## src/rtl/ide_cfg_pkg.sv

```systemverilog
package ide_cfg_pkg;

  localparam int NUM_BARS    = 5;
  localparam int NUM_CH_BARS = 4;
  localparam int VEND_WORDS  = 8;
  localparam int VEND_IDX_W  = $clog2(VEND_WORDS);
  localparam int BAR_IDX_W   = $clog2(NUM_BARS);
  localparam int STAT_WORD   = 4;
  localparam int STAT_BIT    = 2;

  // dword indices inside configuration space
  localparam logic [5:0] DW_ID     = 6'd0;
  localparam logic [5:0] DW_CLASS  = 6'd2;
  localparam logic [5:0] DW_BAR0   = 6'd4;
  localparam logic [5:0] DW_INTR   = 6'd15;
  localparam logic [5:0] DW_VEND0  = 6'd16;

  typedef enum logic [2:0] {
    RD_ZERO, RD_ID, RD_CLASS, RD_BAR, RD_INTR, RD_VEND, RD_BM
  } rdSel_e;

  typedef struct packed {
    logic                   progIfWr;
    logic [NUM_BARS-1:0]    barWr;
    logic                   barProbe;
    logic                   intrWr;
    logic                   vendWr;
    logic [VEND_IDX_W-1:0]  vendIdx;
    logic [BAR_IDX_W-1:0]   barIdx;
    rdSel_e                 rdSel;
  } cfgStrobe_t;

  // fixed legacy bases for BAR0..3, bus-master default for BAR4
  function automatic logic [31:0] fixedBase(input int idx);
    case (idx)
      0:       return 32'h0000_01F0;
      1:       return 32'h0000_03F4;
      2:       return 32'h0000_0170;
      3:       return 32'h0000_0374;
      default: return 32'h0000_0F00;
    endcase
  endfunction

  function automatic logic [31:0] mergeBytes(input logic [31:0] oldVal,
                                             input logic [31:0] newVal,
                                             input logic [3:0]  be);
    logic [31:0] res;
    for (int b = 0; b < 4; b++)
      res[b*8 +: 8] = be[b] ? newVal[b*8 +: 8] : oldVal[b*8 +: 8];
    return res;
  endfunction

endpackage

```

## src/rtl/ide_cfg_ctrl.sv

```systemverilog
module ide_cfg_ctrl
  import ide_cfg_pkg::*;
(
  input  logic        cfgWrEn,
  input  logic        cfgRdEn,
  input  logic [7:0]  cfgAddr,
  input  logic [31:0] cfgWrData,
  input  logic [3:0]  cfgByteEn,
  output cfgStrobe_t  strobe,
  output logic [1:0]  bmCfgSel,
  output logic        bmCfgOff,
  output logic        bmCfgWr,
  output logic        bmCfgRd
);

  logic [5:0] dwIdx;
  logic [5:0] barRel;
  logic       barHit;
  logic       vendHit;
  logic       bmHit;

  assign dwIdx   = cfgAddr[7:2];
  assign barRel  = dwIdx - DW_BAR0;
  assign barHit  = (dwIdx >= DW_BAR0) && (barRel < 6'(NUM_BARS));
  assign vendHit = (dwIdx >= DW_VEND0) && (dwIdx < DW_VEND0 + 6'(VEND_WORDS));
  assign bmHit   = (dwIdx[5:2] == 4'b0111);

  always_comb begin
    strobe          = '0;
    strobe.barIdx   = barRel[BAR_IDX_W-1:0];
    strobe.vendIdx  = dwIdx[VEND_IDX_W-1:0];
    strobe.progIfWr = cfgWrEn && (dwIdx == DW_CLASS) && cfgByteEn[1];
    strobe.intrWr   = cfgWrEn && (dwIdx == DW_INTR);
    strobe.vendWr   = cfgWrEn && vendHit;
    strobe.barProbe = (cfgByteEn == 4'hF) && (cfgWrData == 32'hFFFF_FFFF);
    if (cfgWrEn && barHit)
      strobe.barWr[strobe.barIdx] = 1'b1;

    if (dwIdx == DW_ID)         strobe.rdSel = RD_ID;
    else if (dwIdx == DW_CLASS) strobe.rdSel = RD_CLASS;
    else if (barHit)            strobe.rdSel = RD_BAR;
    else if (dwIdx == DW_INTR)  strobe.rdSel = RD_INTR;
    else if (vendHit)           strobe.rdSel = RD_VEND;
    else if (bmHit)             strobe.rdSel = RD_BM;
    else                        strobe.rdSel = RD_ZERO;
  end

  always_comb begin
    bmCfgSel = 2'b00;
    if (bmHit && (cfgWrEn || cfgRdEn))
      bmCfgSel = dwIdx[1] ? 2'b10 : 2'b01;
  end

  assign bmCfgOff = dwIdx[0];
  assign bmCfgWr  = cfgWrEn && bmHit;
  assign bmCfgRd  = cfgRdEn && bmHit;

endmodule

```

## src/rtl/ide_cfg_dp.sv

```systemverilog
module ide_cfg_dp
  import ide_cfg_pkg::*;
#(
  parameter logic [15:0] VENDOR_ID     = 16'h1AB3,
  parameter logic [15:0] DEVICE_ID     = 16'h0C46,
  parameter logic [7:0]  REVISION      = 8'h07,
  parameter logic [15:0] CLASS_CODE    = 16'h0101,
  parameter logic [7:0]  PROG_IF_INIT  = 8'h80,
  parameter logic [7:0]  INT_LINE_INIT = 8'h0E,
  parameter logic [7:0]  INT_PIN_INIT  = 8'h01
)(
  input  logic        clk,
  input  logic        rstN,
  input  cfgStrobe_t  strobe,
  input  logic [31:0] cfgWrData,
  input  logic [3:0]  cfgByteEn,
  input  logic        priIrqReq,
  input  logic [31:0] bmCfgRdData,
  output logic [31:0] cfgRdData,
  output logic [31:0] priCmdBase,
  output logic [31:0] priCtlBase,
  output logic [31:0] secCmdBase,
  output logic [31:0] secCtlBase,
  output logic [31:0] bmBase,
  output logic        bmEnable,
  output logic [1:0]  chNative,
  output logic        intOut
);

  localparam logic [31:0] STAT_MASK = 32'(1) << STAT_BIT;

  logic [7:0]  progIf;
  logic [7:0]  intLine;
  logic [7:0]  intPin;
  logic [31:0] shadowBar [NUM_BARS];
  logic [31:0] liveBar   [NUM_CH_BARS];
  logic [31:0] vendWord  [VEND_WORDS];
  logic        statBit;
  logic        irqPrev;

  logic [1:0]  modeNow;
  logic [1:0]  modeNew;
  logic [1:0]  modeChg;

  assign modeNow = {progIf[2], progIf[0]};
  assign modeNew = {cfgWrData[10], cfgWrData[8]};
  assign modeChg = strobe.progIfWr ? (modeNew ^ modeNow) : 2'b00;

  always_ff @(posedge clk) begin
    if (!rstN)                progIf <= PROG_IF_INIT;
    else if (strobe.progIfWr) progIf <= cfgWrData[15:8];
  end

  // shadow copies of every base register
  for (genvar g = 0; g < NUM_BARS; g++) begin : gShadow
    logic [31:0] merged;
    assign merged = mergeBytes(shadowBar[g], cfgWrData, cfgByteEn);
    always_ff @(posedge clk) begin
      if (!rstN)
        shadowBar[g] <= fixedBase(g);
      else if (strobe.barWr[g] && !strobe.barProbe)
        shadowBar[g] <= merged;
    end
  end

  // live decode bases for the channel blocks
  for (genvar g = 0; g < NUM_CH_BARS; g++) begin : gLive
    localparam int CH = g / 2;
    always_ff @(posedge clk) begin
      if (!rstN)
        liveBar[g] <= fixedBase(g);
      else if (modeChg[CH])
        liveBar[g] <= modeNew[CH] ? shadowBar[g] : fixedBase(g);
      else if (strobe.barWr[g] && !strobe.barProbe && modeNow[CH])
        liveBar[g] <= gShadow[g].merged;
    end
  end

  always_ff @(posedge clk) begin
    if (!rstN) begin
      intLine <= INT_LINE_INIT;
      intPin  <= INT_PIN_INIT;
    end else if (strobe.intrWr) begin
      if (cfgByteEn[0]) intLine <= cfgWrData[7:0];
      if (cfgByteEn[1]) intPin  <= cfgWrData[15:8];
    end
  end

  for (genvar w = 0; w < VEND_WORDS; w++) begin : gVend
    localparam logic [31:0] KEEP = (w == STAT_WORD) ? ~STAT_MASK : 32'hFFFF_FFFF;
    always_ff @(posedge clk) begin
      if (!rstN)
        vendWord[w] <= '0;
      else if (strobe.vendWr && (strobe.vendIdx == VEND_IDX_W'(w)))
        vendWord[w] <= mergeBytes(vendWord[w], cfgWrData, cfgByteEn) & KEEP;
    end
  end

  logic setReq;
  logic clrReq;
  assign setReq = priIrqReq && !irqPrev;
  assign clrReq = strobe.vendWr && (strobe.vendIdx == VEND_IDX_W'(STAT_WORD)) &&
                  cfgByteEn[0] && cfgWrData[STAT_BIT];

  always_ff @(posedge clk) begin
    if (!rstN) begin
      irqPrev <= priIrqReq;
      statBit <= 1'b0;
    end else begin
      irqPrev <= priIrqReq;
      if (setReq)      statBit <= 1'b1;
      else if (clrReq) statBit <= 1'b0;
    end
  end

  always_comb begin
    case (strobe.rdSel)
      RD_ID:    cfgRdData = {DEVICE_ID, VENDOR_ID};
      RD_CLASS: cfgRdData = {CLASS_CODE, progIf, REVISION};
      RD_BAR:   cfgRdData = (strobe.barIdx < BAR_IDX_W'(NUM_CH_BARS)) ?
                            liveBar[strobe.barIdx[1:0]] : shadowBar[NUM_BARS-1];
      RD_INTR:  cfgRdData = {16'h0000, intPin, intLine};
      RD_VEND:  cfgRdData = vendWord[strobe.vendIdx] |
                            ((strobe.vendIdx == VEND_IDX_W'(STAT_WORD) && statBit) ?
                             STAT_MASK : 32'h0);
      RD_BM:    cfgRdData = bmCfgRdData;
      default:  cfgRdData = '0;
    endcase
  end

  assign priCmdBase = liveBar[0];
  assign priCtlBase = liveBar[1];
  assign secCmdBase = liveBar[2];
  assign secCtlBase = liveBar[3];
  assign bmBase     = shadowBar[NUM_BARS-1];
  assign bmEnable   = progIf[0];
  assign chNative   = modeNow;
  assign intOut     = statBit;

endmodule

```

## src/rtl/ide_cfg_space.sv

```systemverilog
module ide_cfg_space
  import ide_cfg_pkg::*;
#(
  parameter logic [15:0] VENDOR_ID     = 16'h1AB3,
  parameter logic [15:0] DEVICE_ID     = 16'h0C46,
  parameter logic [7:0]  REVISION      = 8'h07,
  parameter logic [15:0] CLASS_CODE    = 16'h0101,
  parameter logic [7:0]  PROG_IF_INIT  = 8'h80,
  parameter logic [7:0]  INT_LINE_INIT = 8'h0E,
  parameter logic [7:0]  INT_PIN_INIT  = 8'h01
)(
  input  logic        clk,
  input  logic        rstN,
  input  logic        cfgWrEn,
  input  logic        cfgRdEn,
  input  logic [7:0]  cfgAddr,
  input  logic [31:0] cfgWrData,
  input  logic [3:0]  cfgByteEn,
  output logic [31:0] cfgRdData,
  input  logic        priIrqReq,
  output logic        intOut,
  output logic [31:0] priCmdBase,
  output logic [31:0] priCtlBase,
  output logic [31:0] secCmdBase,
  output logic [31:0] secCtlBase,
  output logic [31:0] bmBase,
  output logic        bmEnable,
  output logic [1:0]  chNative,
  output logic [1:0]  bmCfgSel,
  output logic        bmCfgOff,
  output logic        bmCfgWr,
  output logic        bmCfgRd,
  input  logic [31:0] bmCfgRdData
);

  cfgStrobe_t strobe;

  ide_cfg_ctrl uCtrl (
    .cfgWrEn   (cfgWrEn),
    .cfgRdEn   (cfgRdEn),
    .cfgAddr   (cfgAddr),
    .cfgWrData (cfgWrData),
    .cfgByteEn (cfgByteEn),
    .strobe    (strobe),
    .bmCfgSel  (bmCfgSel),
    .bmCfgOff  (bmCfgOff),
    .bmCfgWr   (bmCfgWr),
    .bmCfgRd   (bmCfgRd)
  );

  ide_cfg_dp #(
    .VENDOR_ID     (VENDOR_ID),
    .DEVICE_ID     (DEVICE_ID),
    .REVISION      (REVISION),
    .CLASS_CODE    (CLASS_CODE),
    .PROG_IF_INIT  (PROG_IF_INIT),
    .INT_LINE_INIT (INT_LINE_INIT),
    .INT_PIN_INIT  (INT_PIN_INIT)
  ) uDp (
    .clk         (clk),
    .rstN        (rstN),
    .strobe      (strobe),
    .cfgWrData   (cfgWrData),
    .cfgByteEn   (cfgByteEn),
    .priIrqReq   (priIrqReq),
    .bmCfgRdData (bmCfgRdData),
    .cfgRdData   (cfgRdData),
    .priCmdBase  (priCmdBase),
    .priCtlBase  (priCtlBase),
    .secCmdBase  (secCmdBase),
    .secCtlBase  (secCtlBase),
    .bmBase      (bmBase),
    .bmEnable    (bmEnable),
    .chNative    (chNative),
    .intOut      (intOut)
  );

endmodule

```

## config.mk

```make
export PLATFORM = sky130hd
export DESIGN_NAME = ide_cfg_space
export DESIGN_NICKNAME = d
export VERILOG_FILES = /design/src/rtl/ide_cfg_pkg.sv /design/src/rtl/ide_cfg_ctrl.sv /design/src/rtl/ide_cfg_dp.sv /design/src/rtl/ide_cfg_space.sv
export SDC_FILE = /design/constraint.sdc
export NUM_CORES = 1
export LEC_CHECK = 0
export BUFFER_PORTS_ARGS = -buffer_cell sky130_fd_sc_hd__buf_2
export CAP_MARGIN = 20
export CORE_MARGIN = 8
export CORE_UTILIZATION = 60
export CTS_CLUSTER_DIAMETER = 100
export CTS_CLUSTER_SIZE = 8
export DETAILED_ROUTE_END_ITERATION = 7
export GPL_TIMING_DRIVEN = 0
export PLACE_DENSITY_LB_ADDON = 0.25
export SLEW_MARGIN = 20
export SYNTH_ARGS = -nofsm -noshare
export SYNTH_HDL_FRONTEND = slang
export SYNTH_SLANG_ARGS = --single-unit
```

## constraint.sdc

```tcl
create_clock -name clk -period 15.8 [get_ports clk]
set_input_delay 0.79 -clock clk [delete_from_list [all_inputs] [get_ports clk]]
set_output_delay 0.79 -clock clk [all_outputs]
set_load 0.05 [all_outputs]
```

## Yosys cells after proc, flatten, opt, wreduce, memory -nomap -nowiden

Memory sizes are Yosys's and may differ from the RTL's.
Index checks and enable logic that the tools add are counted.

- Output and inout bits: 201
- Bits in writable memories: 544
- Memories kept: 3
- Bits in registers: 26
- Bits of input ports: 81

- Eq/ne operators: 46
- Muxes and demuxes: 177
- Add/sub/neg operators: 1
- Bitwise operators: 44
- Order comparisons: 7
- Reduce and logical (&&, ||, !) cells: 69

Memories:

| memory | depth | bits a word | rd ports | clocked after Yosys merged registers in | write ports | RTL line | text |
|---|---|---|---|---|---|---|---|
| uDp.vendWord | 8 | 32 | 2 | 0 | 8 | ide_cfg_dp.sv:37 | `logic [31:0] vendWord [VEND_WORDS];` |
| uDp.shadowBar | 5 | 32 | 5 | 0 | 5 | ide_cfg_dp.sv:35 | `logic [31:0] shadowBar [NUM_BARS];` |
| uDp.liveBar | 4 | 32 | 5 | 0 | 4 | ide_cfg_dp.sv:36 | `logic [31:0] liveBar [NUM_CH_BARS];` |

Operators with widths:

| operator | number |
|---|---|
| $mux 8 | 80 |
| $mux 32 | 19 |
| $pmux 32 s6 | 1 |
| $mux 1 | 65 |
| $reduce_and 2->1 | 30 |
| $or 1x1->1 | 42 |
| $logic_and 1x1->1 | 33 |
| $eq 32x32->1 const B | 1 |
| $or 32x32->32 | 1 |
| $ne 1x1->1 const B | 28 |
| $eq 3x3->1 const B | 7 |
| $mux 3 | 7 |
| $eq 3x2->1 const B | 4 |
| $eq 3x1->1 const B | 2 |
| $eq 6x2->1 const B | 1 |
| $eq 6x4->1 const B | 1 |
| $ge 6x3->1 const B | 1 |
| $ge 6x5->1 const B | 1 |
| $logic_not 6->1 | 1 |
| $lt 6x3->1 const B | 1 |
| $lt 6x5->1 const B | 1 |
| $mux 2 | 3 |
| $sub 6x3->6 const B | 1 |
| $mux 5 | 1 |
| other kinds (11) | 12 |

## Logic depth before layout (Yosys ltp)

- Depth in word-level cells: 13
- Mapped depth: 12
- Gate-level depth less buffers: 7

## By module

Synthesis repeated with hierarchy kept, for this count alone.

- Cell total of the unflattened synthesis: 2172
- Area total of the unflattened synthesis: 26950.8 µm²

Modules (own cells, without submodules):

| module | seq. area each (µm²) | times used | cells an instance | area an instance (µm²) |
|---|---|---|---|---|
| ide_cfg_dp | 16826.1 | 1 | 2110 | 26507.9 |
| ide_cfg_ctrl | 0.0 | 1 | 62 | 442.9 |

## Least setup slack after synthesis

No wires, ideal clock.

- Path kind: input -> register
- From: input cfgAddr[4]
- To: memory uDp.shadowBar[1][0], enable pin
- Setup slack: 9.294 ns
- Stages: 10
- Arrival: 5.996 ns
- Data required time: 15.289 ns
- Library setup time: 0.511 ns
- Cell sequence: buf_2 > inv_2 > clkbuf_1 > ha_1 > nand2b_1 > nand3_1 > clkbuf_1 > nor2_1 > nand2_1 > o41ai_1

RTL lines:

| item | RTL line | text |
|---|---|---|
| start, declared | ide_cfg_space.sv:16 | `input logic [7:0] cfgAddr,` |
| end, declared | ide_cfg_dp.sv:35 |  |

## Worst setup path after layout

- From: input cfgAddr[4]
- To: output cfgRdData[9]

- Word-level cells in the longest chain between the ends: 9

RTL lines:

| item | RTL line | text |
|---|---|---|
| parallel branches: the longest is 8 deep, another holds $sub 6x3->6 | - |  |
| $pmux 32 s6 * | ide_cfg_dp.sv:117 | `case (strobe.rdSel)` |
| end, declared | ide_cfg_space.sv:19 | `output logic [31:0] cfgRdData,` |

Mark *: on every way between the ends.

==> results.cfg <==
[routing]
firstDrtPassIters = 6
post_drt_wl_per_cell_um = 31.3
antenna_left = 0
vias = 20800
drt_iter0_drc = 3895
routed_wl_um = 95900
drc_errors = 0
avgViaCountPerCell = 6.81

[placed_design]
io_buffers = 274
place_congestion = 0.971
hpwl_um = 70400

[critical_path]
cp-end-kind = output port
worstSetupPathType = primary input to output port
rr_startpoint = uDp.progIf[2]$_SDFFE_PN0P_
crit_fanout = 12
path_buf_inv = 6
worstPathCellList = buf_2, buf_2, inv_2, clkbuf_1, ha_1, nor3b_1, a32oi_1, nor4_1, clkbuf_1, a22oi_1, o2111ai_1, buf_2
arrival_ns = 5.22
crit_start = cfgAddr[4]
crit_slowest_cell = nor4_1
crit_path_max_incr_delay_ns = 0.65
critPathLaunchType = primary input
crit_top_cell = buf_2
crit_family = buffers and inverters
required_ns = 15.01

[global_route]
grt_pass1_vias = 20500
antenna_found_initial = 3
grt_max_degree = 24
grt.overflow.total = 0
grt_pass1_wl_um = 136000
grt_usage_pct = 37.3

[die]
coreArea_sq_um = 43200
dieArea_sq_um = 50700
io_pins = 282
row_count = 76
initial_core_util_pct = 60.8
die_y_um = 225
die_w_um = 225

[layout]
drive_gt1_share_pct = 23.1
layout_commonest_cell = edfxtp_1
nFillCells = 3052
multi_input_area_sq_um = 8660
fin_nets = 2527
area_growth_pct = 17.7
ff_latch_area_sq_um = 16800
utilization_pct = 71.6
layout_common_cells = 543 x edfxtp_1, 310 x buf_2, 303 x nand2_1, 255 x nor2_1, 148 x clkbuf_1

[sta]
fmax_mhz = 166
setup-tns-final_ns = 0
rsz0062_at_grt = false
maxSlewHeadroom_pct = 16.4
hold_viol_final = 0
holdWs_ns = 0.306
finalSetupViolations = 0
min_period_ns = 6.01
worst_pin_slew_ns = 1.24
fin_skew_ns = 0.0138
post-route-period-util_pct = 38.1
drv_slew = 0

[synthesis]
syn_area_per_cell_sq_um = 12.7
synth_top_area_share_pct = 62.1
ys_seq_area_share_pct = 64.1
synth.distinct_cells = 65
ys_dominant_reg_cell = edfxtp_1
synth_edf_count = 543
yosysWarnings = 0
ys_top_cells_by_area = edfxtp_1 62%, mux4_2 8.2%, nand2_1 4.4%
netlist_area_sq_um = 26200
yosysTopAreaCell = edfxtp_1
async_flop_share_pct = 0
synth_cells = 2065
syn_nets = 2150
ys_ff_latch = 569

[clock_network]
hold_buffers = 0
cts_made_buffers = 81
cts_resized = 0
cts_root_buffer = clkbuf_16
cts_tree = built
cts.reportedPaths.clkPinSlew_ns = 0.05
cts.sinks = 569
htreeDepth = 3
worst_skew_pair.late_latency_ns = 0.62
postCtsSetupRepairBufs = 0
cts_buffer_depth = 3

[min_path]
hold_class = primary input to flip-flop
hp-start = priIrqReq

[pwr]
p_leak_uw = 0.0112
power_density_nw_per_um2 = 119
max-vdd-ir-drop_mv = 0.106

[job]
maxCapViolCount = 0

[run_status]
outcome = complete, no violations
==> metal layers <==
layer,GRT usage (%),share of wire (%),wire (um)
met4,19.5,6.0,5720
met5,0,0,0
met2,56.8,45,43400
met1,47.5,34,32300
met3,12.3,15,14500
==> worst register-to-register path: stages (launching register included) <==
cell and delay (ns):
dfxtp_1 0.35, clkbuf_1 0.46, o211ai_2 0.37, nor4_1 0.53, nand2_1 0.50, buf_2 0.37, nand3_2 0.37, buf_12 0.26
==> per-stage QoR <==
step                total power, uW  worst slack, ns  area [sq um]  instances
floorplan                      1980             9.29         26200       2065
global placement               2110             5.19         28300       2924
detailed placement             2130             9.83         28700       2944
global route                   3740             9.50         30900       3056
CTS                            3660             9.89         30900       3055
finish                         3680             9.79         30900       3059
==> layout make-up <==
type / count / share of cell area (%)
flip-flops and latches: 569 / 54.5
multi-input cells: 1281 / 28.0
clock buffers: 107 / 7.01
repair buffers: 294 / 5.14
well taps: 585 / 2.37
plain buffers: 173 / 2.33
inverters: 42 / 0.510
clock inverters: 4 / 0.113
diodes: 4 / 0.0324
==> final timing paths <==
kind	cells past startpoint	endpoint	slack, ns
min	1	uDp.irqPrev$_DFF_P_	0.31
min reg2reg	2	uDp.intLine[1]$_SDFFE_PN1P_	0.51
max reg2reg	7	uDp.liveBar[2][6]$_SDFFCE_PN1P_	12.28
max	12	cfgRdData[9]	9.79
==> cell families after synthesis <==
| kind of cell | synth area share, % |
|---|---|
| fa+ha+maj | 0.191 |
| mux | 11.1 |
| flops | 64.1 |
| compound gates | 8.81 |
| simple gates | 12.3 |
| xor+xnor | 0.0668 |
| buf+inv | 3.34 |
==> state kept, by name, summed over array words and instances (netlist names) <==
register,count
uDp.vendWord,255
uDp.shadowBar,160
uDp.liveBar,128
uDp.intLine,8
uDp.intPin,8
uDp.progIf,8
uDp.intOut,1
uDp.irqPrev,1
==> report_power, final <==
part	leakage [uW]	internal, uW	switching (uW)
Clock	0.00107	941	624
Combinational	0.00472	97.1	277
Sequential	0.00543	1710	28.5
==> synthesized netlist by cell type (30+ instances only) <==
| cell type | instances |
|---|---|
| edfxtp_1 | 543 |
| nand2_1 | 305 |
| nor2_1 | 255 |
| clkbuf_1 | 124 |
| a21oi_1 | 119 |
| mux4_2 | 96 |
| o21ai_0 | 83 |
| mux2i_1 | 52 |
| nand3_1 | 40 |
| inv_1 | 39 |
| o22ai_1 | 39 |
| buf_2 | 32 |
| and2_1 | 31 |
| and3_1 | 30 |
Power figures use the tool's default switching activity.
